**src/rtl/errcap_pkg.sv**
```systemverilog
package errcap_pkg;
  localparam int NUM_ERR = 10;
  localparam int NUM_SRC = NUM_ERR - 1;
  localparam int CODE_W  = $clog2(NUM_ERR);
  localparam int LVL_W   = 3;
  localparam int NUM_LVL = 5;
  localparam int SEVERE_MAX_LVL = 2;

  typedef logic [LVL_W-1:0]   level_t;
  typedef logic [NUM_ERR-1:0] errVec_t;

  // Rank of each flag bit; 1 is the most important.
  function automatic level_t levelOf(input int idx);
    if (idx <= 3)      return level_t'(1);
    else if (idx <= 5) return level_t'(2);
    else if (idx == 6) return level_t'(3);
    else if (idx == 7) return level_t'(4);
    else               return level_t'(5);
  endfunction

  function automatic errVec_t levelMask(input int lvl);
    errVec_t m;
    m = '0;
    for (int i = 0; i < NUM_ERR; i++)
      if (int'(levelOf(i)) == lvl) m[i] = 1'b1;
    return m;
  endfunction

  function automatic errVec_t severeMask();
    errVec_t m;
    m = '0;
    for (int i = 0; i < NUM_ERR; i++)
      if (int'(levelOf(i)) <= SEVERE_MAX_LVL) m[i] = 1'b1;
    return m;
  endfunction

  // Strobes handed from control to datapath each cycle.
  typedef struct packed {
    errVec_t             events;
    errVec_t             clrBits;
    logic                capture;
    logic                clearAll;
    logic [CODE_W-1:0]   winCode;
    level_t              winLevel;
  } ctrlStrobes_t;
endpackage

```
**src/rtl/errcap_ctrl.sv**
```systemverilog
module errcap_ctrl
  import errcap_pkg::*;
(
  input  logic               clk,
  input  logic               rstN,
  input  logic [NUM_SRC-1:0] errStrobe,
  input  logic               busDataErr,
  input  logic               inTransfer,
  input  logic               clrWe,
  input  errVec_t            clrMask,
  input  errVec_t            flags,
  input  level_t             capLevel,
  output ctrlStrobes_t       strb
);
  errVec_t           events;
  errVec_t           clrBits;
  errVec_t           remaining;
  errVec_t           cand;
  errVec_t           lvlMask [1:NUM_LVL];
  logic [NUM_LVL:1]  lvlHit;
  level_t            bestLevel;
  level_t            effLevel;
  logic [CODE_W-1:0] winCode;
  logic              clearAll;
  logic              capture;

  assign events    = {busDataErr & inTransfer, errStrobe};
  assign clrBits   = clrWe ? clrMask : '0;
  assign remaining = flags & ~clrBits;
  assign clearAll  = clrWe && (remaining == '0);
  assign effLevel  = clearAll ? '0 : capLevel;

  for (genvar g = 1; g <= NUM_LVL; g++) begin : gLvl
    assign lvlMask[g] = levelMask(g);
    assign lvlHit[g]  = |(events & lvlMask[g]);
  end

  always_comb begin
    bestLevel = '0;
    for (int l = NUM_LVL; l >= 1; l--)
      if (lvlHit[l]) bestLevel = level_t'(l);
  end

  always_comb begin
    cand = '0;
    for (int l = 1; l <= NUM_LVL; l++)
      if (bestLevel == level_t'(l)) cand = events & lvlMask[l];
  end

  always_comb begin
    winCode = '0;
    for (int i = NUM_ERR - 1; i >= 0; i--)
      if (cand[i]) winCode = CODE_W'(i);
  end

  assign capture = (bestLevel != '0) &&
                   ((effLevel == '0) || (bestLevel < effLevel));

  always_comb begin
    strb          = '0;
    strb.events   = events;
    strb.clrBits  = clrBits;
    strb.capture  = capture;
    strb.clearAll = clearAll;
    strb.winCode  = winCode;
    strb.winLevel = bestLevel;
  end

  // an empty snapshot must take any arriving error
  a_r4_empty_takes_any: assert property (@(posedge clk) disable iff (!rstN)
    (capLevel == '0 && events != '0) |-> strb.capture);

  // a bus data error outside a transfer raises no event
  a_r1_gate_transfer: assert property (@(posedge clk) disable iff (!rstN)
    (!inTransfer && errStrobe == '0) |-> !strb.capture);
endmodule

```
**src/rtl/errcap_data.sv**
```systemverilog
module errcap_data
  import errcap_pkg::*;
#(
  parameter int ADDR_W = 32,
  parameter int SYN_W  = 8,
  parameter int CMD_W  = 4
) (
  input  logic              clk,
  input  logic              rstN,
  input  ctrlStrobes_t      strb,
  input  logic [ADDR_W-1:0] errAddr,
  input  logic [SYN_W-1:0]  errSyn,
  input  logic [CMD_W-1:0]  errCmd,
  output errVec_t           errFlags,
  output logic [CODE_W-1:0] capCode,
  output level_t            capLevel,
  output logic [ADDR_W-1:0] capAddr,
  output logic [SYN_W-1:0]  capSyn,
  output logic [CMD_W-1:0]  capCmd,
  output logic              irq,
  output logic              irqSevere
);
  localparam errVec_t SEV_MASK = severeMask();

  always_ff @(posedge clk or negedge rstN) begin
    if (!rstN) errFlags <= '0;
    else       errFlags <= (errFlags & ~strb.clrBits) | strb.events;
  end

  always_ff @(posedge clk or negedge rstN) begin
    if (!rstN) begin
      capCode  <= '0;
      capLevel <= '0;
      capAddr  <= '0;
      capSyn   <= '0;
      capCmd   <= '0;
    end else if (strb.capture) begin
      capCode  <= strb.winCode;
      capLevel <= strb.winLevel;
      capAddr  <= errAddr;
      capSyn   <= errSyn;
      capCmd   <= errCmd;
    end else if (strb.clearAll) begin
      capCode  <= '0;
      capLevel <= '0;
      capAddr  <= '0;
      capSyn   <= '0;
      capCmd   <= '0;
    end
  end

  assign irq       = |errFlags;
  assign irqSevere = |(errFlags & SEV_MASK);

  // without a clear no flag ever drops
  a_r1_sticky: assert property (@(posedge clk) disable iff (!rstN)
    (strb.clrBits == '0) |=> ((errFlags & $past(errFlags)) == $past(errFlags)));

  // a valid snapshot never moves to a lower priority
  a_r5_no_downgrade: assert property (@(posedge clk) disable iff (!rstN)
    (capLevel != '0 && !strb.clearAll) |=> (capLevel != '0 && capLevel <= $past(capLevel)));

  // a clear that empties the flags with no new error empties the snapshot
  a_r7_invalidate: assert property (@(posedge clk) disable iff (!rstN)
    (strb.clearAll && !strb.capture) |=> (capLevel == '0 && errFlags == '0));
endmodule

```
**src/rtl/errcap_top.sv**
```systemverilog
module errcap_top
  import errcap_pkg::*;
#(
  parameter int ADDR_W = 32,
  parameter int SYN_W  = 8,
  parameter int CMD_W  = 4
) (
  input  logic               clk,
  input  logic               rstN,
  input  logic [NUM_SRC-1:0] errStrobe,
  input  logic               busDataErr,
  input  logic               inTransfer,
  input  logic [ADDR_W-1:0]  errAddr,
  input  logic [SYN_W-1:0]   errSyn,
  input  logic [CMD_W-1:0]   errCmd,
  input  logic               clrWe,
  input  logic [NUM_ERR-1:0] clrMask,
  output logic [NUM_ERR-1:0] errFlags,
  output logic [CODE_W-1:0]  capCode,
  output logic [LVL_W-1:0]   capLevel,
  output logic [ADDR_W-1:0]  capAddr,
  output logic [SYN_W-1:0]   capSyn,
  output logic [CMD_W-1:0]   capCmd,
  output logic               irq,
  output logic               irqSevere
);
  ctrlStrobes_t strb;

  errcap_ctrl uCtrl (
    .clk        (clk),
    .rstN       (rstN),
    .errStrobe  (errStrobe),
    .busDataErr (busDataErr),
    .inTransfer (inTransfer),
    .clrWe      (clrWe),
    .clrMask    (clrMask),
    .flags      (errFlags),
    .capLevel   (capLevel),
    .strb       (strb)
  );

  errcap_data #(.ADDR_W(ADDR_W), .SYN_W(SYN_W), .CMD_W(CMD_W)) uData (
    .clk       (clk),
    .rstN      (rstN),
    .strb      (strb),
    .errAddr   (errAddr),
    .errSyn    (errSyn),
    .errCmd    (errCmd),
    .errFlags  (errFlags),
    .capCode   (capCode),
    .capLevel  (capLevel),
    .capAddr   (capAddr),
    .capSyn    (capSyn),
    .capCmd    (capCmd),
    .irq       (irq),
    .irqSevere (irqSevere)
  );

  // a held snapshot always comes with a raised interrupt
  a_r8_irq_with_snapshot: assert property (@(posedge clk) disable iff (!rstN)
    (capLevel != '0) |-> irq);
endmodule

```
**config.mk**
```make
export PLATFORM = sky130hd
export DESIGN_NAME = errcap_top
export DESIGN_NICKNAME = d
export VERILOG_FILES = /design/src/rtl/errcap_pkg.sv /design/src/rtl/errcap_ctrl.sv /design/src/rtl/errcap_data.sv /design/src/rtl/errcap_top.sv
export SDC_FILE = /design/constraint.sdc
export NUM_CORES = 1
export LEC_CHECK = 0
export BUFFER_PORTS_ARGS = -buffer_cell sky130_fd_sc_hd__clkbuf_2
export CAP_MARGIN = 20
export CORE_UTILIZATION = 41
export DETAILED_ROUTE_END_ITERATION = 12
export GPL_ROUTABILITY_DRIVEN = 0
export PLACE_DENSITY = 0.75
export SYNTH_ARGS = -nofsm -noshare
export SYNTH_HDL_FRONTEND = slang
export SYNTH_SLANG_ARGS = --single-unit
```
**constraint.sdc**
```tcl
create_clock -name clk -period 2.81 [get_ports clk]
set_input_delay 0.562 -clock clk [delete_from_list [all_inputs] [get_ports clk]]
set_output_delay 0.562 -clock clk [all_outputs]
set_load 0.03 [all_outputs]
```
==> results of run 1 <==
## cell families after synthesis
group,count (synthesis),synth area share (%)
adder cells (fa/ha/maj),2,0.9292
flip-flops,61,56.69
AND/OR/NAND/NOR,53,10.36
AO/OA/AOI/OAI,80,26.16
buffers and inverters,16,5.855
## synth_stat cells (2+ instances only)
cell      number  area (um2)
a32o_1         6       60.06
nand3_1        3       15.01
a22o_1        45       394.1
a21oi_1        4       20.02
inv_1          5       18.77
nor3_1         4       20.02
dfrtp_1       61        1526
nor2_1        13       48.80
ha_1           2       25.02
nor2b_1        5       31.28
nor4_1         3       18.77
a21o_1         9       67.56
nand4_1        2       12.51
nand2_1       15       56.30
buf_4          4       30.03
o21ai_0        2       10.01
buf_12         5       100.1
or2b_1         2       15.01
a211oi_1       2       15.01
## cells in the final DEF (no fill, tap or decap), types with 2 or more instances in the layout
| cell type | n |
|---|---|
| clkbuf_1 | 2 |
| buf_12 | 4 |
| nor2_1 | 12 |
| a21oi_1 | 4 |
| nor2b_1 | 5 |
| a32o_1 | 6 |
| clkbuf_16 | 2 |
| nor3_1 | 4 |
| nor4_1 | 3 |
| a22o_1 | 45 |
| and2_4 | 2 |
| clkinv_2 | 2 |
| nand2_1 | 15 |
| clkbuf_8 | 10 |
| a21o_1 | 9 |
| buf_4 | 15 |
| nand4_1 | 2 |
| a211oi_1 | 2 |
| clkbuf_2 | 130 |
| or2b_1 | 2 |
| dfrtp_1 | 60 |
| inv_1 | 5 |
| ha_1 | 2 |
| o21ai_0 | 2 |
| nand3_1 | 2 |
## state kept, by name, summed over array words and instances, names as in the netlist
signal / count
uData.capLevel: 3
uData.capCode: 4
uData.capAddr: 32
uData.capSyn: 8
uData.capCmd: 4
uData.errFlags: 10
## area by class of cell
| type | count | area (um2) |
|---|---|---|
| fillers | 541 | 2565 |
| flip-flops and latches | 61 | 1528 |
| multi-input cells | 136 | 1056 |
| repair buffers | 151 | 893.4 |
| clock buffers | 12 | 145.1 |
| well taps | 77 | 96.34 |
| clock inverters | 4 | 47.55 |
| inverters | 5 | 18.77 |
## timing repair
action	CTS	global route
endpoints found under the setup margin	44	50
pin swaps	3	2
gates resized for setup	1	3
setup buffers	1	2
cloned	1	2
## per-layer routing
metal	wire length (um)	global-route usage, %
met5	0	0
met3	409	4.573
met1	3109	27.92
met4	138	10.66
met2	3400	32.19
## worst min path at each step
| stage | to | slack (ps) | cells past startpoint |
|---|---|---|---|
| 3_5_place_dp | uData.capAddr[11] | 490 | 1 |
| 3_3_place_gp | uData.capCode[1] | 480 | 1 |
| 6_report | uData.errFlags[7] | 300 | 1 |
| 5_1_grt | uData.errFlags[7] | 360 | 1 |
| 4_1_cts | uData.errFlags[7] | 320 | 1 |
| 2_1_floorplan | uData.capAddr[0] | 270 | 0 |
## power by group
| group | internal, mW | switching (mW) |
|---|---|---|
| Sequential | 1.24 | 0.202 |
| Combinational | 0.944 | 1.41 |
| Clock | 0.432 | 0.341 |
| Total | 2.61 | 1.95 |
==> impl_metrics.tcl, run 1 <==
set metrics [dict create \
    finalCritPeriodShare_pct 94.78 \
    cpPeakStageDelay_ps 410 \
    max_freq_mhz 375.5 \
    post-place-cells 424 \
    cts_max_level 3 \
    skew_ps 8.012 \
    worstPathCellList "and2b_1 -> a2111oi_4 -> nand3_2 -> nand2_1 -> ha_1 -> o21a_1 -> o32ai_4 -> nor2_2 -> a21boi_4 -> buf_12 -> clkbuf_16 -> a22o_1" \
    power_density_nw_per_um2 1205 \
    hold_class "input port to async pin" \
    grt_overflow 0 \
    worst-r2r-setup-slack_ps 150 \
    grtUsageTotal_pct 20.93 \
    path_delay_family "compound AO/OA/AOI/OAI gates" \
    crit-reg2reg-launch "uData.errFlags[3]" \
    status "finished clean" \
    maxSlewHeadroom_pct 48.15 \
    detailedPlace.worstSlack_ps -181.6 \
    cts_tree "built" \
    arrival_ps 2930 \
    cts.clk_slew.worst_paths_ps 70 \
    synthFlopType "dfrtp_1" \
    num_vias 2438 \
    worst_slew_pin_slew_ps 777.8 \
    p_leak_nw 1.929 \
    synth-edff-count 0 \
    irDropWorstVdd_v 0.0006694 \
    cp-startpoint "uData.errFlags[3]" \
    fin_cells 446 \
    ctsHoldBuffers 0 \
    endpoint "uData.capAddr[28]" \
    totalNegativeSetupSlack_ps 0 \
    cp-end-kind "register" \
    rows 29 \
    required_ps 3070 \
    grt_first_pass_wirelength_um 11400 \
    ant_nets 0 \
    initial_utilization_pct 42.40 \
    drt_wl_total_um 7057 \
    synth_fp_nets 282 \
    antenna_cells 0 \
    cp_num_cells 12 \
    core_area_um2 6350 \
    fin_crit_ps 2663 \
    worst_slack_ps 146.7 \
    synth_cell_type_count 39 \
    ff2ff_path_depth 12 \
    cts-root-buf "clkbuf_8" \
    drc_errors 0 \
    die_width_um 83.04 \
    setup_viol 0 \
    final-hold-violation-count 0 \
    ys_ff_latch 61 \
    drive_gt1_share_pct 47.97 \
    grt_pass1_vias 2394 \
    finish.instance_area_um2 3785 \
    drv_slew 0 \
    async_reset_ff_share_pct 100.0 \
    timing.rr.end "uData.capAddr[28]" \
    drt-initial-drc-count 81 \
    critical-path-slowest-cell "dfrtp_1" \
    synth_area_um2 2693 \
    finalPower_mw 4.562 \
    grt_max_degree 33 \
    cts_max_path_buffers 2 \
    layout.nets 434 \
    avgSynthCellArea_um2 12.70 \
    port_buffers 130 \
    die-area_um2 6896 \
    grt_antenna_before_repair 0 \
    ioPinCount 131 \
    maxCapViolations 0 \
    first_pass_iters 4 \
    post_dp_cell_area_um2 3478 \
    synth-seq-area-share_pct 56.69 \
    critPathKind "register to register" \
    wl_per_cell_um 15.82 \
    hpwl_um 4914 \
    clk_latency_ps 330 \
    crit_buf_inv 2 \
    cp_max_fo 12 \
    rsz0062_at_grt "yes" \
    ys_warn_count 0 \
    cp-start-kind "register" \
    fin_util_pct 59.61 \
    avgViaCountPerCell 5.466 \
    holdWs_ps 295.5 \
    area_growth_pct 40.57 \
    cts_made_buffers 9 \
    synth_cells 212 \
    clock-sinks 61 \
    die_h_um 83.04 \
]
Note: power is estimated with default switching activity, not from simulation.
==> inputs of run 2 (changes only) <==
--- a/config.mk
+++ b/config.mk
@@ -7,10 +7,10 @@
 export LEC_CHECK = 0
 export BUFFER_PORTS_ARGS = -buffer_cell sky130_fd_sc_hd__clkbuf_2
 export CAP_MARGIN = 20
-export CORE_UTILIZATION = 41
+export CORE_UTILIZATION = 46
 export DETAILED_ROUTE_END_ITERATION = 12
 export GPL_ROUTABILITY_DRIVEN = 0
-export PLACE_DENSITY = 0.75
+export PLACE_DENSITY = 0.8
 export SYNTH_ARGS = -nofsm -noshare
 export SYNTH_HDL_FRONTEND = slang
 export SYNTH_SLANG_ARGS = --single-unit
==> constraint.sdc (replaced) <==
create_clock -name clk -period 2.6 [get_ports clk]
set_input_delay 0.52 -clock clk [delete_from_list [all_inputs] [get_ports clk]]
set_output_delay 0.52 -clock clk [all_outputs]
set_load 0.03 [all_outputs]
==> run 2 against run 1 <==
  * Fmax up 3.7%
  * Critical path depth is the same
  * Worst hold slack improved by 30 ps
  * Combinational power increased by 14%
  * Cell count rose by 4.5%
  * Highest routed layer unchanged
==> impl_metrics.tcl, run 2 (synthesis results as in run 1) <==
set metrics [dict create \
    p_leak_nw 2.068 \
    sequentialPowerShare_pct 30.3 \
    crit_buf_inv 2 \
    post_dp_cell_area_um2 3636 \
    die_h_um 78.51 \
    avgViaCountPerCell 5.526 \
    netSwitchingFraction_pct 42.45 \
    wl_met3_um 580 \
    cts-root-buf "clkbuf_8" \
    cp_num_cells 12 \
    finalCritPeriodShare_pct 98.75 \
    routed.top_layer "met4" \
    final-hold-violation-count 0 \
    critical-path-slowest-cell "dfrtp_2" \
    core_area_um2 5574 \
    die-area_um2 6163 \
    rsz0062_at_grt "yes" \
    drt-initial-drc-count 149 \
    die_width_um 78.51 \
    drc_errors 0 \
    crit-reg2reg-launch "uData.errFlags[9]" \
    first_pass_iters 4 \
    hold_class "input port to async pin" \
    cts.clk_slew.worst_paths_ps 70 \
    switchingPower_mw 2.208 \
    clk_latency_ps 340 \
    grt_antenna_before_repair 0 \
    grt_max_degree 62 \
    holdWs_ps 325.4 \
    ff2ff_path_depth 12 \
    rows 27 \
    drt_wl_total_um 7745 \
    regMostFlops "uData.capAddr" \
    port_buffers 130 \
    timing.rr.end "uData.capCode[1]" \
    worst-r2r-setup-slack_ps 30 \
    cts_made_buffers 9 \
    worst_slew_pin_slew_ps 742.1 \
    maxSlewHeadroom_pct 50.53 \
    cts_tree "built" \
    irDropWorstVdd_v 0.0007426 \
    status "finished clean" \
    antenna_cells 0 \
    layout.nets 459 \
    power.internal_mw 2.993 \
    required_ps 2880 \
    initial_utilization_pct 48.31 \
    grt_pass1_vias 2375 \
    reg_top3 "uData.capAddr x32, uData.errFlags x10, uData.capSyn x8" \
    largest_reg_flops 32 \
    critPathKind "register to register" \
    path_delay_family "compound AO/OA/AOI/OAI gates" \
    fin_crit_ps 2567 \
    drive_gt1_share_pct 54.06 \
    met1Wirelength_um 3309 \
    num_vias 2575 \
    final_cell_mix "clkbuf_2 (130), dfrtp_1 (57), a22o_1 (45)" \
    met2_wirelength_um 3763 \
    ioPinCount 131 \
    clock-sinks 61 \
    ant_nets 0 \
    grt_first_pass_wirelength_um 11640 \
    cp-start-kind "register" \
    grtUsageTotal_pct 24.75 \
    finish.instance_area_um2 4040 \
    cp_max_fo 14 \
    final_common_cell "clkbuf_2" \
    arrival_ps 2840 \
    skew_ps 5.022 \
    power_density_nw_per_um2 1287 \
    maxCapViolations 0 \
    area_growth_pct 50.05 \
    drv_slew 0 \
    num-fill-cells 417 \
    cpPeakStageDelay_ps 400 \
    grt_overflow 0 \
    wl_per_cell_um 16.62 \
    cp-end-kind "register" \
    pwr-share-comb_pct 51.7 \
    hpwl_um 5143 \
    cts_max_path_buffers 2 \
    max_freq_mhz 389.5 \
    setup_viol 0 \
    cts_max_level 3 \
    worstPathCellList "nor2b_4 -> a2111oi_4 -> nand3_2 -> nand2_4 -> ha_4 -> o21a_1 -> o32ai_4 -> nor2_4 -> a21boi_4 -> buf_4 -> buf_12 -> a32o_1" \
    clkPwrFrac_pct 18.0 \
]
[run 2: final cells by class]
type                            count  area, um2  area share, %
Sequential cell                    61       1531          37.91
Multi-Input combinational cell    138       1126          27.87
Timing Repair Buffer              174       1051          26.01
Clock buffer                        9      123.9          3.066
Clock inverter                      7      98.84          2.447
Tap cell                           72      90.09          2.230
Inverter                            5      18.77         0.4645
[run 2: metrics by stage]
| step | TNS (ps) | setup WS, ps | power [mW] | utilization [%] | instances |
|---|---|---|---|---|---|
| after global placement | -8534 | -187.8 | 3.878 | 65.23 | 436 |
| after CTS | -7.655 | -7.655 | 5.067 | 70.91 | 460 |
| after detailed placement | -11870 | -279.0 | 3.946 | 65.23 | 436 |
| final | 0 | 32.63 | 5.201 | 72.48 | 466 |
| after global routing | -1125 | -54.75 | 5.476 | 72.48 | 466 |
| after floorplan | -4705 | -118.2 | 3.378 | - | 212 |
[run 2: power groups by stage]
stage	combinational, mW	sequential [mW]	clock [mW]
after floorplan	1.08	2.29	0
after global placement	2.31	1.57	0
after detailed placement	2.36	1.58	0
after CTS	2.54	1.57	0.960
after global routing	2.85	1.62	1.01
final	2.69	1.57	0.938
[run 2: worst max path at each step]
stage	startpoint	slack [ps]	end
3_3_place_gp	clrMask[6]	-190	uData.capAddr[8]
2_1_floorplan	uData.errFlags[9]	-120	uData.capAddr[10]
4_1_cts	uData.errFlags[3]	-8	uData.capAddr[15]
6_report	uData.errFlags[9]	30	uData.capCode[1]
5_1_grt	uData.errFlags[9]	-50	uData.capCode[1]
3_5_place_dp	clrMask[6]	-280	uData.capAddr[15]
[run 2: routing by layer]
metal  GRT usage, %  up-vias
met3          5.814       12
li1               -     1170
met1          32.80     1253
met5              0        -
met4          10.37        0
met2          38.78      140
[run 2: timing repair]
| item | CTS | global route |
|---|---|---|
| setup buffers | 6 | 3 |
| endpoints found under the hold margin | 0 | 0 |
| resized for setup | 6 | 6 |
| setup endpoints to repair | 45 | 50 |
| pin swaps | 9 | 4 |
| gates cloned | 2 | 3 |
| hold buffers | 0 | 0 |
==> inputs of run 3 (changes only) <==
--- a/config.mk
+++ b/config.mk
@@ -6,11 +6,12 @@
 export NUM_CORES = 1
 export LEC_CHECK = 0
 export BUFFER_PORTS_ARGS = -buffer_cell sky130_fd_sc_hd__clkbuf_2
-export CAP_MARGIN = 20
+export CAP_MARGIN = 25
 export CORE_UTILIZATION = 46
 export DETAILED_ROUTE_END_ITERATION = 12
 export GPL_ROUTABILITY_DRIVEN = 0
 export PLACE_DENSITY = 0.8
+export RECOVER_POWER = 50
 export SYNTH_ARGS = -nofsm -noshare
 export SYNTH_HDL_FRONTEND = slang
 export SYNTH_SLANG_ARGS = --single-unit
==> constraint.sdc (replaced) <==
create_clock -name clk -period 2.4 [get_ports clk]
set_input_delay 0.48 -clock clk [delete_from_list [all_inputs] [get_ports clk]]
set_output_delay 0.48 -clock clk [all_outputs]
set_load 0.03 [all_outputs]
==> run 3 against run 2 <==
  * The run now ends with negative setup slack left
  * Clock power fell by 13%
  * Flip-flop and latch count did not move
  * Largest cell class unchanged
  * Sequential power rose by 8%
  * Register-to-register slack got worse by 190 ps
  * Critical path type unchanged
==> impl_metrics.tcl, run 3 (synthesis results as in run 1) <==
set metrics [dict create \
    cts_tree "built" \
    rows 27 \
    cts_max_path_buffers 2 \
    fin_cells 476 \
    power_density_nw_per_um2 1361 \
    antenna_cells 0 \
    drive_gt1_share_pct 51.98 \
    num_vias 2579 \
    cts_made_buffers 9 \
    final-hold-violation-count 0 \
    finalCritPeriodShare_pct 106.5 \
    core_area_um2 5574 \
    num-fill-cells 401 \
    critPathKind "register to register" \
    ioPinCount 131 \
    die-area_um2 6163 \
    grt_pass1_vias 2425 \
    p_leak_nw 2.085 \
    die_width_um 78.51 \
    required_ps 2610 \
    max_freq_mhz 391.1 \
    cp_max_fo 6 \
    final_common_cell "clkbuf_2" \
    rsz0062_at_grt "yes" \
    finish.instance_area_um2 4054 \
    reg_top3 "uData.capAddr x32, uData.errFlags x10, uData.capSyn x8" \
    cts.clk_slew.worst_paths_ps 70 \
    grt_max_degree 62 \
    clk_latency_ps 330 \
    worst_slew_pin_slew_ps 1449 \
    avgViaCountPerCell 5.418 \
    drc_errors 0 \
    detailedPlace.worstSlack_ps -634.9 \
    maxCapViolations 0 \
    initial_utilization_pct 48.31 \
    cp-start-kind "register" \
    first_pass_iters 4 \
    grtUsageTotal_pct 25.55 \
    maxSlewHeadroom_pct 3.414 \
    worst-r2r-setup-slack_ps -160 \
    cp-startpoint "uData.errFlags[9]" \
    clock-sinks 61 \
    arrival_ps 2760 \
    largest_reg_flops 32 \
    grt_first_pass_wirelength_um 11870 \
    setup_viol 50 \
    fin_crit_ps 2557 \
    post_dp_cell_area_um2 3684 \
    drt_wl_total_um 7789 \
    cts_max_level 3 \
    worst_slack_ps -156.7 \
    finalPower_mw 5.518 \
    drv_slew 0 \
    hpwl_um 4983 \
    grt_overflow 0 \
    violations "negative setup slack" \
    post-place-cells 446 \
    endpoint "uData.capCode[1]" \
    cp-end-kind "register" \
    regMostFlops "uData.capAddr" \
    skew_ps 7.228 \
    hold_class "input port to register" \
    ant_nets 0 \
    crit-reg2reg-launch "uData.errFlags[9]" \
    wl_per_cell_um 16.36 \
    grt_antenna_before_repair 0 \
    ff2ff_path_depth 11 \
    drt-initial-drc-count 115 \
    final_cell_mix "clkbuf_2 (131), dfrtp_1 (59), a22o_1 (45)" \
    layout.nets 470 \
    die_h_um 78.51 \
    timing.rr.end "uData.capCode[1]" \
    status "complete, but fails checks" \
    cts-root-buf "clkbuf_8" \
    irDropWorstVdd_v 0.0007148 \
    area_growth_pct 50.56 \
    port_buffers 130 \
]
[run 3: cell types whose count changed in the layout (fill, tap and decap cells not counted), sizes merged]
| cell | previous run | this run |
|---|---|---|
| clkinvlp | 1 | 0 |
| and2 | 4 | 8 |
| o21ai | 3 | 4 |
| bufinv | 2 | 0 |
| clkbuf | 140 | 150 |
| bufbuf | 0 | 1 |
| clkinv | 3 | 4 |
| buf | 43 | 40 |
| inv | 6 | 5 |
[run 3: what timing repair did]
action                                 4_1_cts  5_1_grt
setup endpoints to repair                   51       50
resized for setup                           12        5
endpoints found under the hold margin        0        0
hold buffers                                 0        0
setup buffers                                5        0
cloned                                       6        4
pin swaps                                   13        8
[run 3: final cells by class]
class | instances | area (um2) | area share [%]
flip-flops and latches | 61 | 1529 | 37.72
multi-input cells | 143 | 1157 | 28.55
repair buffers | 180 | 1084 | 26.73
clock buffers | 11 | 151.4 | 3.735
well taps | 72 | 90.09 | 2.222
clock inverters | 4 | 23.77 | 0.5864
inverters | 5 | 18.77 | 0.4630
[run 3: report_power, final]
group	internal, mW	switching (mW)	leakage, nW
clock	0.422	0.390	0.0949
sequential	1.45	0.240	0.733
combinational	1.28	1.74	1.26
total	3.15	2.37	2.09
[run 3: critical path: stages, from the launching register on]
cell	delay, ps
dfrtp_2	400
nor2b_4	140
a2111oi_4	350
nand3_2	180
nand2_4	100
ha_4	200
o21a_1	200
o32ai_4	150
buf_6	170
o21ai_4	90
and2_4	230
a32o_1	220
[run 3: metrics by stage]
stage	setup TNS, ps	hold slack, ps	utilization (%)
detailed placement	-30220	495.1	66.08
floorplan	-17780	184.4	-
CTS	-5281	329.7	72.48
global route	-10210	353.4	72.73
global placement	-23730	489.8	66.08
finish	-6158	360.8	72.73
[run 3: metal layers]
layer  track usage [%]  wire [um]
met1             33.46       3404
met2             41.04       3832
met3             4.884        447
met4             11.48        105
met5                 0          0
[run 3: worst min path at each step]
stage	start	to	slack, ps	cells past startpoint
floorplan	rstN	uData.capAddr[0]	180	0
global placement	uData.capAddr[1]	uData.capAddr[1]	490	1
detailed placement	uData.capAddr[1]	uData.capAddr[1]	500	1
CTS	rstN	uData.capAddr[7]	330	2
global route	errAddr[12]	uData.capAddr[12]	350	2
finish	errAddr[11]	uData.capAddr[11]	360	2
